[config.mk]
export PLATFORM = sky130hd
export DESIGN_NAME = bf16_mac_acc
export DESIGN_NICKNAME = d
export VERILOG_FILES = /design/src/rtl/bf16_mac_pkg.sv /design/src/rtl/bf16_mul_widen.sv /design/src/rtl/fp32_rne_add.sv /design/src/rtl/bf16_mac_acc.sv
export SDC_FILE = /design/constraint.sdc
export NUM_CORES = 1
export LEC_CHECK = 0
export BUFFER_PORTS_ARGS = -buffer_cell sky130_fd_sc_hd__buf_2
export CORE_MARGIN = 2
export CORE_UTILIZATION = 30
export CTS_CLUSTER_SIZE = 20
export DETAILED_ROUTE_END_ITERATION = 8
export PLACE_DENSITY_LB_ADDON = 0.3
export SLEW_MARGIN = 0
export SYNTH_ARGS = -nofsm -noshare
export SYNTH_HDL_FRONTEND = slang
export SYNTH_SLANG_ARGS = --single-unit
[constraint.sdc]
create_clock -name clk_i -period 20.3 [get_ports clk_i]
set_input_delay 2.03 -clock clk_i [delete_from_list [all_inputs] [get_ports clk_i]]
set_output_delay 2.03 -clock clk_i [all_outputs]
set_load 0.03 [all_outputs]
[src/rtl/bf16_mac_pkg.sv]
package bf16_mac_pkg;
  localparam int BF_FW  = 7;
  localparam int FP_EW  = 8;
  localparam int FP_FW  = 23;
  localparam int FP_W   = 1 + FP_EW + FP_FW;
  localparam int BIAS   = 127;
  localparam int GRS_W  = 3;
  localparam int SIG_W  = FP_FW + 1;
  localparam int ALN_W  = SIG_W + GRS_W;
  localparam int LZ_W   = $clog2(ALN_W + 1);
  localparam logic [FP_W-1:0] QNAN = 32'h7FC0_0000;
endpackage

[src/rtl/bf16_mul_widen.sv]
module bf16_mul_widen
  import bf16_mac_pkg::*;
(
  input  logic [15:0]     a_i,
  input  logic [15:0]     b_i,
  output logic [FP_W-1:0] prod_o
);
  localparam int PW = 2 * (BF_FW + 1);

  logic [7:0]        ea, eb;
  logic              sp;
  logic              a_zero, b_zero, a_inf, b_inf, a_nan, b_nan;
  logic [PW-1:0]     sig_p;
  logic signed [9:0] exp_p;
  logic [FP_FW-1:0]  frac_p;

  assign ea     = a_i[14:7];
  assign eb     = b_i[14:7];
  assign sp     = a_i[15] ^ b_i[15];
  assign a_zero = (ea == '0);
  assign b_zero = (eb == '0);
  assign a_inf  = (ea == '1) && (a_i[6:0] == '0);
  assign b_inf  = (eb == '1) && (b_i[6:0] == '0);
  assign a_nan  = (ea == '1) && (a_i[6:0] != '0);
  assign b_nan  = (eb == '1) && (b_i[6:0] != '0);

  // exact significand product, hidden bits included
  assign sig_p = {1'b1, a_i[6:0]} * {1'b1, b_i[6:0]};
  assign exp_p = $signed({2'b00, ea}) + $signed({2'b00, eb}) - 10'sd127
               + $signed({9'd0, sig_p[PW-1]});
  assign frac_p = sig_p[PW-1] ? {sig_p[PW-2:0], {(FP_FW-PW+1){1'b0}}}
                              : {sig_p[PW-3:0], {(FP_FW-PW+2){1'b0}}};

  always_comb begin
    if (a_nan || b_nan || (a_inf && b_zero) || (b_inf && a_zero))
      prod_o = QNAN;
    else if (a_inf || b_inf)
      prod_o = {sp, {FP_EW{1'b1}}, {FP_FW{1'b0}}};
    else if (a_zero || b_zero)
      prod_o = {sp, {(FP_W-1){1'b0}}};
    else if (exp_p >= 10'sd255)
      prod_o = {sp, {FP_EW{1'b1}}, {FP_FW{1'b0}}};
    else if (exp_p <= 10'sd0)
      prod_o = {sp, {(FP_W-1){1'b0}}};
    else
      prod_o = {sp, exp_p[7:0], frac_p};
  end
endmodule

[src/rtl/fp32_rne_add.sv]
module fp32_rne_add
  import bf16_mac_pkg::*;
(
  input  logic [FP_W-1:0] x_i,
  input  logic [FP_W-1:0] y_i,
  output logic [FP_W-1:0] sum_o
);
  function automatic logic [LZ_W-1:0] lzc(input logic [ALN_W-1:0] v);
    logic [LZ_W-1:0] n;
    logic            hit;
    n   = '0;
    hit = 1'b0;
    for (int i = ALN_W - 1; i >= 0; i--) begin
      if (!hit && v[i]) begin
        n   = LZ_W'(ALN_W - 1 - i);
        hit = 1'b1;
      end
    end
    return n;
  endfunction

  logic              x_zero, y_zero, x_inf, y_inf, x_nan, y_nan;
  logic              x_big, sb, eff_sub;
  logic [FP_W-1:0]   big, sml;
  logic [7:0]        diff;
  logic [ALN_W-1:0]  mb, ms, ms_al, mask, norm;
  logic [ALN_W:0]    sum;
  logic [LZ_W-1:0]   lz;
  logic signed [9:0] exp_n, exp_r;
  logic              rnd_up;
  logic [SIG_W:0]    mant_r;
  logic [FP_FW-1:0]  frac_r;
  logic [FP_W-1:0]   gen_res;

  assign x_zero = (x_i[30:23] == '0);
  assign y_zero = (y_i[30:23] == '0);
  assign x_inf  = (x_i[30:23] == '1) && (x_i[22:0] == '0);
  assign y_inf  = (y_i[30:23] == '1) && (y_i[22:0] == '0);
  assign x_nan  = (x_i[30:23] == '1) && (x_i[22:0] != '0);
  assign y_nan  = (y_i[30:23] == '1) && (y_i[22:0] != '0);

  assign x_big   = (x_i[30:0] >= y_i[30:0]);
  assign big     = x_big ? x_i : y_i;
  assign sml     = x_big ? y_i : x_i;
  assign sb      = big[31];
  assign eff_sub = big[31] ^ sml[31];
  assign diff    = big[30:23] - sml[30:23];
  assign mb      = {1'b1, big[22:0], {GRS_W{1'b0}}};
  assign ms      = {1'b1, sml[22:0], {GRS_W{1'b0}}};
  assign mask    = ~({ALN_W{1'b1}} << diff);

  // align with sticky collapse into bit 0
  always_comb begin
    if (diff >= 8'(ALN_W))
      ms_al = {{(ALN_W-1){1'b0}}, 1'b1};
    else
      ms_al = (ms >> diff) | {{(ALN_W-1){1'b0}}, |(ms & mask)};
  end

  assign sum = eff_sub ? ({1'b0, mb} - {1'b0, ms_al}) : ({1'b0, mb} + {1'b0, ms_al});
  assign lz  = lzc(sum[ALN_W-1:0]);

  always_comb begin
    if (sum[ALN_W]) begin
      norm  = {sum[ALN_W:2], sum[1] | sum[0]};
      exp_n = $signed({2'b00, big[30:23]}) + 10'sd1;
    end else begin
      norm  = sum[ALN_W-1:0] << lz;
      exp_n = $signed({2'b00, big[30:23]}) - $signed({{(10-LZ_W){1'b0}}, lz});
    end
  end

  assign rnd_up = norm[2] && (norm[1] || norm[0] || norm[3]);
  assign mant_r = {1'b0, norm[ALN_W-1:GRS_W]} + {{SIG_W{1'b0}}, rnd_up};

  always_comb begin
    if (mant_r[SIG_W]) begin
      frac_r = mant_r[SIG_W-1:1];
      exp_r  = exp_n + 10'sd1;
    end else begin
      frac_r = mant_r[FP_FW-1:0];
      exp_r  = exp_n;
    end
  end

  always_comb begin
    if (sum == '0)
      gen_res = '0;
    else if (exp_r >= 10'sd255)
      gen_res = {sb, {FP_EW{1'b1}}, {FP_FW{1'b0}}};
    else if (exp_r <= 10'sd0)
      gen_res = {sb, {(FP_W-1){1'b0}}};
    else
      gen_res = {sb, exp_r[7:0], frac_r};
  end

  always_comb begin
    if (x_nan || y_nan || (x_inf && y_inf && (x_i[31] != y_i[31])))
      sum_o = QNAN;
    else if (x_inf)
      sum_o = x_i;
    else if (y_inf)
      sum_o = y_i;
    else if (x_zero && y_zero)
      sum_o = {x_i[31] & y_i[31], {(FP_W-1){1'b0}}};
    else if (x_zero)
      sum_o = y_i;
    else if (y_zero)
      sum_o = x_i;
    else
      sum_o = gen_res;
  end
endmodule

[src/rtl/bf16_mac_acc.sv]
module bf16_mac_acc
  import bf16_mac_pkg::*;
(
  input  logic            clk_i,
  input  logic            rst_ni,
  input  logic            valid_i,
  input  logic            clear_i,
  input  logic [15:0]     a_i,
  input  logic [15:0]     b_i,
  output logic [FP_W-1:0] acc_o
);
  logic            s1_vld, s1_clr;
  logic [FP_W-1:0] prod_w, s1_prod, base_w, add_w, acc_q;

  bf16_mul_widen u_mul (
    .a_i    (a_i),
    .b_i    (b_i),
    .prod_o (prod_w)
  );

  always_ff @(posedge clk_i or negedge rst_ni) begin
    if (!rst_ni) begin
      s1_vld  <= 1'b0;
      s1_clr  <= 1'b0;
      s1_prod <= '0;
    end else begin
      s1_vld  <= valid_i;
      s1_clr  <= clear_i;
      s1_prod <= prod_w;
    end
  end

  // clear folds into the add so the first term lands in the same cycle
  assign base_w = s1_clr ? '0 : acc_q;

  fp32_rne_add u_add (
    .x_i   (base_w),
    .y_i   (s1_prod),
    .sum_o (add_w)
  );

  always_ff @(posedge clk_i or negedge rst_ni) begin
    if (!rst_ni)
      acc_q <= '0;
    else if (s1_vld)
      acc_q <= add_w;
    else if (s1_clr)
      acc_q <= '0;
  end

  assign acc_o = acc_q;
endmodule

Yosys cells after proc, flatten, opt, wreduce, memory -nomap -nowiden:

Cells that the tools add are included.

* bits in read-only memories: 0
* output and inout bits: 32
* register bits after elaboration: 66
* latch bits: 0
* memories kept: 0
* memory bits (writable): 0
* logic and storage cells: 202
* bits of input ports: 36

* multipliers: 1
* eq/ne operators: 5
* reduce and logical (&&, ||, !) cells: 89
* shift-type cells: 3
* add/sub/neg operators: 10
* divide/modulo/power cells: 0
* magnitude comparators: 6
* bitwise gates (word level): 7
* multiplexer cells: 77

Operators with widths (number)
* $mux W32: 12
* $mux W31: 6
* $mux W5: 11
* $mux W27: 2
* $logic_not A23 Y1: 2
* $mux W23: 2
* $reduce_bool A23 Y1: 2
* $logic_and A1 B1 Y1: 40
* $eq A8 B8 Y1 const B: 4
* $logic_not A8 Y1: 4
* $mux W4: 8
* $ge A31 B31 Y1: 1
* $add A27 B27 Y28: 1
* $logic_not A28 Y1: 1
* $mux W28: 1
* $sub A27 B27 Y28: 1
* $and A27 B27 Y27: 1
* $mux W1: 27
* $not A27 Y27: 1
* $or A27 B1 Y27: 1
* $reduce_or A27 Y1: 1
* $shl A27 B5 Y27: 1
* $shl A27 B8 Y27 const A: 1
* $shr A27 B8 Y27: 1
* 23 further kinds: 66

Depth between registers and ports, before layout:

Gate-level depths: netlist of the first run.

* depth after elaboration: 109
* gate-level depth with buffers: 71
* mapped depth without buffers: 63

By module:

From an unflattened synthesis of the first run, not the netlist that was laid out.

* cells, all modules: 2615
* area total of the unflattened synthesis: 18601.6 um2

Modules (own cells, without submodules)
* fp32_rne_add: seq. area each 0.0 um2, cells an instance 2069, instances 1, area each 13045.0 um2
* bf16_mul_widen: seq. area each 0.0 um2, cells an instance 409, instances 1, area each 3274.4 um2
* bf16_mac_acc: seq. area each 1651.6 um2, cells an instance 137, instances 1, area each 2282.2 um2

Worst setup path after synthesis of the first run:

OpenSTA, ideal clock, no wires.

* kind: register -> register
* start: register s1_clr
* end: register acc_q[23], in the netlist acc_o[23]
* period minus slack after synthesis: 12.879 ns
* path buffers: 10
* setup time: 0.138 ns
* setup slack: 7.421 ns
* arrival time: 12.741 ns
* stages on the path, launching flop included: 62
* data required time: 20.162 ns
* path through: dfrtp_1 > buf_6 > clkinv_1 > clkbuf_1 > clkbuf_1 > nand2_1 > inv_1 > ha_1 > clkbuf_1 > nand3_1 > nor4_1 > a31o_1 > buf_6 > a21oi_2 > o21a_1 > ha_1 > or4_1 > and4_4 > [26 not listed] > inv_2 > buf_2 > buf_1 > ha_1 > a21o_1 > a21o_1 > and2_1 > o31ai_1 > nand3_1 > nor3_1 > nor2b_1 > and2_1 > nor2_1 > or4_1 > o31ai_1 > o21ai_1 > a2111oi_0 > a21oi_1

* word-level cells in the longest chain between the ends: 109
* elaborated cells on any way between the ends: 158
* those cells by class: add/sub (7); order compare (4); eq/ne (2); shift (3); mux (70); bitwise (5); reduce/logical (67)

Ends and longest elaborated chain
* start, declared: line bf16_mac_acc.sv:12 `logic s1_vld, s1_clr;`
* start signal, assigned: line bf16_mac_acc.sv:28 `s1_clr <= clear_i;`
* $mux W32 (*)
* $ge A31 B31 Y1: line fp32_rne_add.sv:42 `assign x_big = (x_i[30:0] >= y_i[30:0]);`
* $mux W32, on equally long branches: line fp32_rne_add.sv:43, fp32_rne_add.sv:44
* $sub A8 B8 Y8: line fp32_rne_add.sv:47 `assign diff = big[30:23] - sml[30:23];`
* $shl A27 B8 Y27: line fp32_rne_add.sv:50 `assign mask = ~({ALN_W{1'b1}} << diff);`
* $not A27 Y27: line fp32_rne_add.sv:50
* $and A27 B27 Y27: line fp32_rne_add.sv:57 `ms_al = (ms >> diff) | {{(ALN_W-1){1'b0}}, |(ms & mask)};`
* $reduce_or A27 Y1: line fp32_rne_add.sv:57
* [93 not listed]
* $mux W32: line fp32_rne_add.sv:87 `if (sum == '0)`
* $mux W32: line fp32_rne_add.sv:108 `else if (y_zero)`
* $mux W32: line fp32_rne_add.sv:106 `else if (x_zero)`
* $mux W32: line fp32_rne_add.sv:104 `else if (x_zero && y_zero)`
* $mux W32: line fp32_rne_add.sv:102 `else if (y_inf)`
* $mux W32: line fp32_rne_add.sv:100 `else if (x_inf)`
* $mux W32: line fp32_rne_add.sv:98 `if (x_nan || y_nan || (x_inf && y_inf && (x_i[31] != y_i[31])))`
* $mux W32 (*): line bf16_mac_acc.sv:45 `else if (s1_vld)`
* end signal, assigned: line bf16_mac_acc.sv:46 `acc_q <= add_w;`
* end, declared: line bf16_mac_acc.sv:13 `logic [FP_W-1:0] prod_w, s1_prod, base_w, add_w, acc_q;`

Mark *: on every way between the ends. The rest lies on a longest branch, timed or not.

Final worst setup path of the first run:

* start: register s1_clr
* end: register acc_q[18], in the netlist acc_o[18]

The elaborated chain is that of the path after synthesis.

==> results of run 1 <==
[final cells by class]
cell class	count	area [µm²]
clock buffers	9	225
flip-flops and latches	58	1450
repair buffers	96	553
well taps	756	946
inverters	171	642
multi-input cells	2141	14600
clock inverters	7	125
fillers	6295	38100
[per-stage QoR]
| step | utilization | instances | worst slack, ns | hold WS [ns] |
|---|---|---|---|---|
| floorplan | - | 2510 | 7.42 | 0.533 |
| global route | 0.327 | 3238 | 0.726 | 0.651 |
| finish | 0.327 | 3238 | 2.16 | 0.603 |
| CTS | 0.327 | 3238 | 2.58 | 0.604 |
| detailed placement | 0.321 | 3222 | 2.61 | 0.590 |
| global placement | 0.321 | 3222 | 2.96 | 0.585 |
[kinds of logic after synthesis]
logic type,Yosys count,synth area share
adder cells (fa/ha/maj),163,0.135
flip-flops,58,0.0842
XOR/XNOR,69,0.0350
buffers and inverters,311,0.0728
AO/OA/AOI/OAI,796,0.311
AND/OR/NAND/NOR,1011,0.297
multiplexers,102,0.0646
[sequential cells by signal, indices dropped and copies added, names as in the netlist]
register / cells
acc_o: 32
s1_prod: 24
s1_clr: 1
s1_vld: 1
[worst max path at each step]
| stage | end | depth (start not counted) | slack [ns] |
|---|---|---|---|
| final | acc_o[18]$_DFF_PN0_ | 56 | 2.16 |
| after global routing | acc_o[18]$_DFF_PN0_ | 56 | 0.73 |
| after CTS | acc_o[18]$_DFF_PN0_ | 56 | 2.58 |
| after detailed placement | acc_o[18]$_DFF_PN0_ | 56 | 2.61 |
| after global placement | acc_o[18]$_DFF_PN0_ | 56 | 2.96 |
| after floorplan | acc_o[23]$_DFF_PN0_ | 61 | 7.42 |
[tightest hold or removal path: stages, from the launching register on]
cell and delay (ns):
dfrtp_1 0.39, nand2_1 0.09, o32ai_1 0.08
[layer usage]
metal / GRT usage / share of wire
met1: 0.340 / 0.42
met4: 0.100 / 0.046
met3: 0.0432 / 0.092
met5: 0 / 0
met2: 0.408 / 0.44
[cell usage in the layout, fill, tap and decap left out, types with 67 or more instances in the layout]
cell,instances
nor2_1,227
inv_1,167
nor3_1,81
ha_1,122
nand3_1,75
nand2_1,272
mux2i_1,73
o21ai_0,159
a21oi_1,177
buf_2,67
==> metrics list, run 1 <==
- After routing, the total negative slack on setup checks comes to 0 ns.
- Share of post-route cells with drive strength above 1: 0.0911
- The placed instances occupy a cell area of 18200 µm².
* Reg2reg setup slack: 2.16 ns
* Post-DP HPWL: 63.5 mm
- Input and output buffers added on the ports amount to 67.
- Gates resized during post-CTS repair numbered 0.
- The number of global-route vias before repair came to 19029.
- In this run, the number of DRC markers left after iteration 0 of detailed routing was 2463.
- At the worst endpoint, the required time is 20.52 ns.
- Dividing the detail-routed wire length by the instance count gives 24.5 µm.
* Worst hold path endpoint: acc_o[31]$_DFF_PN0_
* Max clock buf depth: 2
* CTS H-tree lvls: 3
- The worst register-to-register path begins at s1_clr$_DFF_PN0_.
- Y dimension of the die: 244 µm
- In this design, the largest share of critical-path delay is due to compound AO/OA/AOI/OAI gates.
* Starting Density: 0.305
- In this run the critical register-to-register path is captured at acc_o[18]$_DFF_PN0_.
- Minimum clock period after layout: 18.14 ns
- The number of antenna diodes in the final layout is 0.
- Clock latency on the worst-skew pair, taken at its later pin, is 0.34 ns.
- After detailed routing, the total wire length is 79.4 mm.
* Setup bufs post-CTS: 0
* Number of buffers added to fix hold violations after cts: 0
- Critical Path Sink Type: flop
- Remaining Overflow, GRT: 0
* Number of buffers created by CTS: 9
- IO Pins: 68
* Clock root buffer: clkbuf_16
* Worst min-delay path category: flop to flop
* Area added between synthesis and finish: 7.48%
- Number of instances in the synthesized netlist: 2510
* Number of sinks on the clock net: 58
- Sequential fraction of the synthesis area: 0.0842
* Number of nets in the finished design: 2676
- Entering global routing, the biggest net connects 69 pins.
- For this run, the slowest stage of the critical path takes 0.84 ns.
- RSZ-0062 raised after global routing: false
* Worst setup path start: s1_clr$_DFF_PN0_
- Counting distinct cell types in the post-synthesis netlist gives 111.
- Critical Setup Path Class: flop to flop
* Via Count: 20420
* DR vias/cell: 6.31
- Final Skew: 0.00916 ns
* Post-Syn Area: 17200 µm²
- STA classifies the critical path startpoint as a flop.
- The number of hold-slack violations in the final timing report was 0.
* 1st-pass router iterations: 6
- Status: finished clean
- The worst register-to-register path has a depth of 56.
- Setup violations remaining at the end of the flow were counted as 0.
- For this run, the leading register cell type out of synthesis is dfrtp_1.
- Global-route wire length before repair: 118 mm
- CP arrival: 18.36 ns
- Most instantiated library cell after synthesis: nand2_1
- Antenna violations before repair: 7
- For this design, the slowest cell found on the critical path is clkinv_1.
- Clock-pin transition on the worst setup and hold timing paths: 0.06 ns
* Number of synthesized flops with an enable pin: 0
- Core area: 56600 µm²
* Syn_nets: 2709
- FF+latch count, synth: 58
* Leading post-synthesis cells by instance count: nand2_1, nor2_1, a21oi_1
- At the end of routability-driven placement, the weighted congestion stood at 1.01.
- Leading cell types by total area after synthesis: ha_1, dfrtp_1, nand2_1
* Count of buffering cells on the critical path with inverters included: 8
- The Yosys step of the flow raised 0 warnings.
- The floorplan has 87 rows.
- Post-detailed-route DRC marker count: 0
* All-layer global routing usage: 0.255
- The die is 244 µm wide.
- The share of synthesized area in the top cell type comes to 0.0900.
- TritonCTS built the clock tree.
- Post-detailed-route count of antenna-violating nets: 0
- Slew of the pin with the lowest slew margin: 1.25 ns
- Counting flops with an async set or reset pin after synthesis yields a share of 1.00.
- The number of max-slew violations in the final report was 0.
- Among the stages of the critical path, the cell type that occurs most often is a21oi_1.
- Die outline area: 59400 µm²
- The worst hold path passes through 2 cells.
* Cell type with the highest aggregate area in the netlist: ha_1
- Of the available clock period, the critical path in the final layout requires 0.893.
* Worst Min Path Start: acc_o[31]$_DFF_PN0_
- Count of maximum capacitance violations: 0
* Headroom to the max-slew limit: 0.163
* Post-route cell area: 18500 µm²
- Syn Area/Cell: 6.87 µm²
- Timing would allow up to 0.0551 GHz.
- Biggest fanout along the worst timing path: 49
Power of run 1 is not shown: default switching activity piles up to over one toggle a cycle in this logic, so the estimate is an artifact.
==> inputs of run 2 (changes only) <==
- CELL_PAD_IN_SITES_DETAIL_PLACEMENT: unset -> 1
- CELL_PAD_IN_SITES_GLOBAL_PLACEMENT: unset -> 1
- CORE_UTILIZATION: 30 -> 45
==> run 2 against run 1 <==
Net effect: first-iteration DRC count fell by 25%; non-clock buffer count fell by 1; sequential share of layout area rose by 0.14 points; die area fell by 33%; critical path depth did not move; final cell count fell by 7.6%; cell area fell by 1.8%; sequential cell count did not move; global-route usage rose by 16 points; highest routed layer unchanged.
==> metrics list, run 2 (synthesis gave the netlist of run 1 again) <==
* Startpoint of the most critical register-to-register path: s1_clr$_DFF_PN0_
- The tree is rooted in a clkbuf_16.
* Via Count: 20896 (+2.3%)
- The number of global-route vias before repair was 20687 (+8.7%).
- The global-route congestion overflow total was 0 (unchanged).
* Post-detailed-route count of antenna-violating nets: 0 (unchanged)
- Highest Clock Rate: 0.0527 GHz (-4.5%)
- The number of buffers inserted to repair setup after CTS came to 0 (unchanged).
* DR iter-0 viols: 1851 (-25%)
- The wire length of the first global-routing pass was 126 mm (+6.4%).
- Post-DP HPWL: 67.5 mm (+6.3%)
* Largest delay contributor family on the critical path: compound AO/OA/AOI/OAI gates
* Area added between synthesis and finish: 5.59%
* Minimum clock period after layout: 18.99 ns (+0.850 ns)
- The detailed-route vias per instance was 6.98 (+11%).
- Count of buffering cells on the critical path with inverters included: 6 (-2)
* Final wirelength: 83.5 mm (+5.2%)
- Largest register FFs: 32 (unchanged)
- The first-pass detailed-route iteration total was 5 (-1).
- The peak per-stage delay on the critical path is 1.06 ns (+0.22 ns).
- Clock-pin transition on the worst setup and hold timing paths: 0.06 ns (about the same)
- The maximum fanout encountered on the critical timing path was 49 (unchanged).
* Y dimension of the die: 200 µm (-18%)
* Worst min-delay path category: flop to flop
* Post-route cell area: 18200 µm² (-1.8%)
- Leaving out fill and tap cells, the most frequent cells in the layout are nand2_1, nor2_1, a21oi_1.
- Antenna cell count: 0 (unchanged)
* Critical Path Start Type: flop
- Post-detailed-route DRC marker count: 0 (unchanged)
* Critical Path Sink Type: flop
- Critical Path RT: 20.47 ns (-0.05 ns)
* Num rows: 71 (-18%)
- Number of fill cells: 5006 (-20%)
* Wire length per cell after detailed routing: 27.9 µm (+14%)
- The core footprint came to 37700 µm² (-33%).
* RSZ-0062 raised after global routing: false
- The area of the multi-input gates is 14600 µm² (+0.15%).
* Final-report setup violation count: 0 (unchanged)
- The total negative slack for setup checks was 0 ns (unchanged).
- The worst-case clock skew was 0.00880 ns (-0.000363 ns).
- Max clock buf depth: 2 (unchanged)
* Final hold violation count: 0 (unchanged)
- The share of cells above drive strength 1 is 0.0911 (about the same).
* Critical Setup Path Class: flop to flop
* Starting Density: 0.458 (+0.153)
- Worst Min Path Start: acc_o[31]$_DFF_PN0_
- CTS tree: yes
* Count of maximum capacitance violations: 0 (unchanged)
- The overall track demand over capacity in global routing was 0.411 (+0.157).
- Number of nets in the finished design: 2675 (-0.037%)
- Largest net degree at the start of global routing: 73 (+5.8%)
- The normalized max-slew margin is 0.206 (+0.0428).
* Routability-driven placement congestion ratio: 1.03 (+2.0%)
* Die outline area: 39900 µm² (-33%)
* Number of buffers created by CTS: 9 (unchanged)
* CP arrival: 19.16 ns (+0.80 ns)
* Clock latency at the later pin of the worst-skew pair: 0.34 ns (about the same)
* Cell Area, Placed: 17900 µm² (-1.6%)
- Cell with the most instances on the worst path: a21oi_1
- Worst setup path start: s1_clr$_DFF_PN0_
* Max-slew violation count: 0 (unchanged)
- Slowest CP cell: ha_2
- The top-level port count came to 68 (unchanged).
* Buffers added on ports: 67 (unchanged)
- The run finished with clean final reports.
* Slew of the pin with the lowest slew margin: 1.19 ns (-0.0599 ns)
- The initial antenna violation count is 1 (-6).
* DIE WIDTH: 200 µm (-18%)
- Number of sinks on the clock net: 58 (unchanged)
- The register area is 1450 µm² (unchanged).
- The fraction of the cycle the final worst path needs is 0.935 (+0.0419).
* Most common cell after layout, fill and taps aside: nand2_1
* CTS H-tree lvls: 3 (unchanged)
==> run 2: cell types whose count changed in the layout (fill, tap and decap cells not counted), sizes merged <==
cell,before,now
clkbuf,9,11
buf,96,95
bufinv,3,2
clkinv,5,4
clkinvlp,0,1
inv,170,169
==> run 2: metal layers <==
metal,vias up,share of wire,global-route usage
li1,9207,-,-
met1,10308,0.39,0.513
met2,1097,0.46,0.681
met3,284,0.078,0.0596
met4,0,0.065,0.234
met5,-,0,0
==> run 2: timing repair <==
item | CTS | global route
endpoints found under the setup margin | 0 | 2
hold buffers | 0 | 0
resized for setup | 0 | 1
==> run 2: area by class of cell <==
type | instances | share of cell area
tap | 511 | 0.0351
timing repair buffer | 95 | 0.0300
clock inverter | 5 | 0.00433
multi-input combinational | 2141 | 0.803
clock buffer | 11 | 0.0128
sequential | 58 | 0.0797
inverter | 171 | 0.0355
==> run 2: worst min-delay path: stages (launching register included) <==
cell and delay (ns):
dfrtp_1 0.40, nand2_1 0.10, o32ai_1 0.07
==> run 2: path summary, 6_finish.rpt <==
path	to	slack, ns	cells past startpoint
worst max-delay path	acc_o[16]$_DFF_PN0_	1.31	56
max in group asynchronous	acc_o[10]$_DFF_PN0_	17.90	2
worst min register to register	acc_o[31]$_DFF_PN0_	0.62	2
worst min-delay path	acc_o[31]$_DFF_PN0_	0.62	2
worst max register to register	acc_o[16]$_DFF_PN0_	1.31	56
min in group asynchronous	s1_vld$_DFF_PN0_	1.87	2
==> run 2: metrics by stage <==
step            util  hold WS, ns  worst slack, ns  std cells
3_5_place_dp   0.475        0.582             1.76       2976
6_report       0.483        0.620             1.31       2992
3_3_place_gp   0.475        0.615             2.41       2976
2_1_floorplan      -        0.533             7.42       2510
4_1_cts        0.483        0.613             1.70       2992
5_1_grt        0.483        0.666            0.221       2992
Power of run 2 is left out for the same reason.
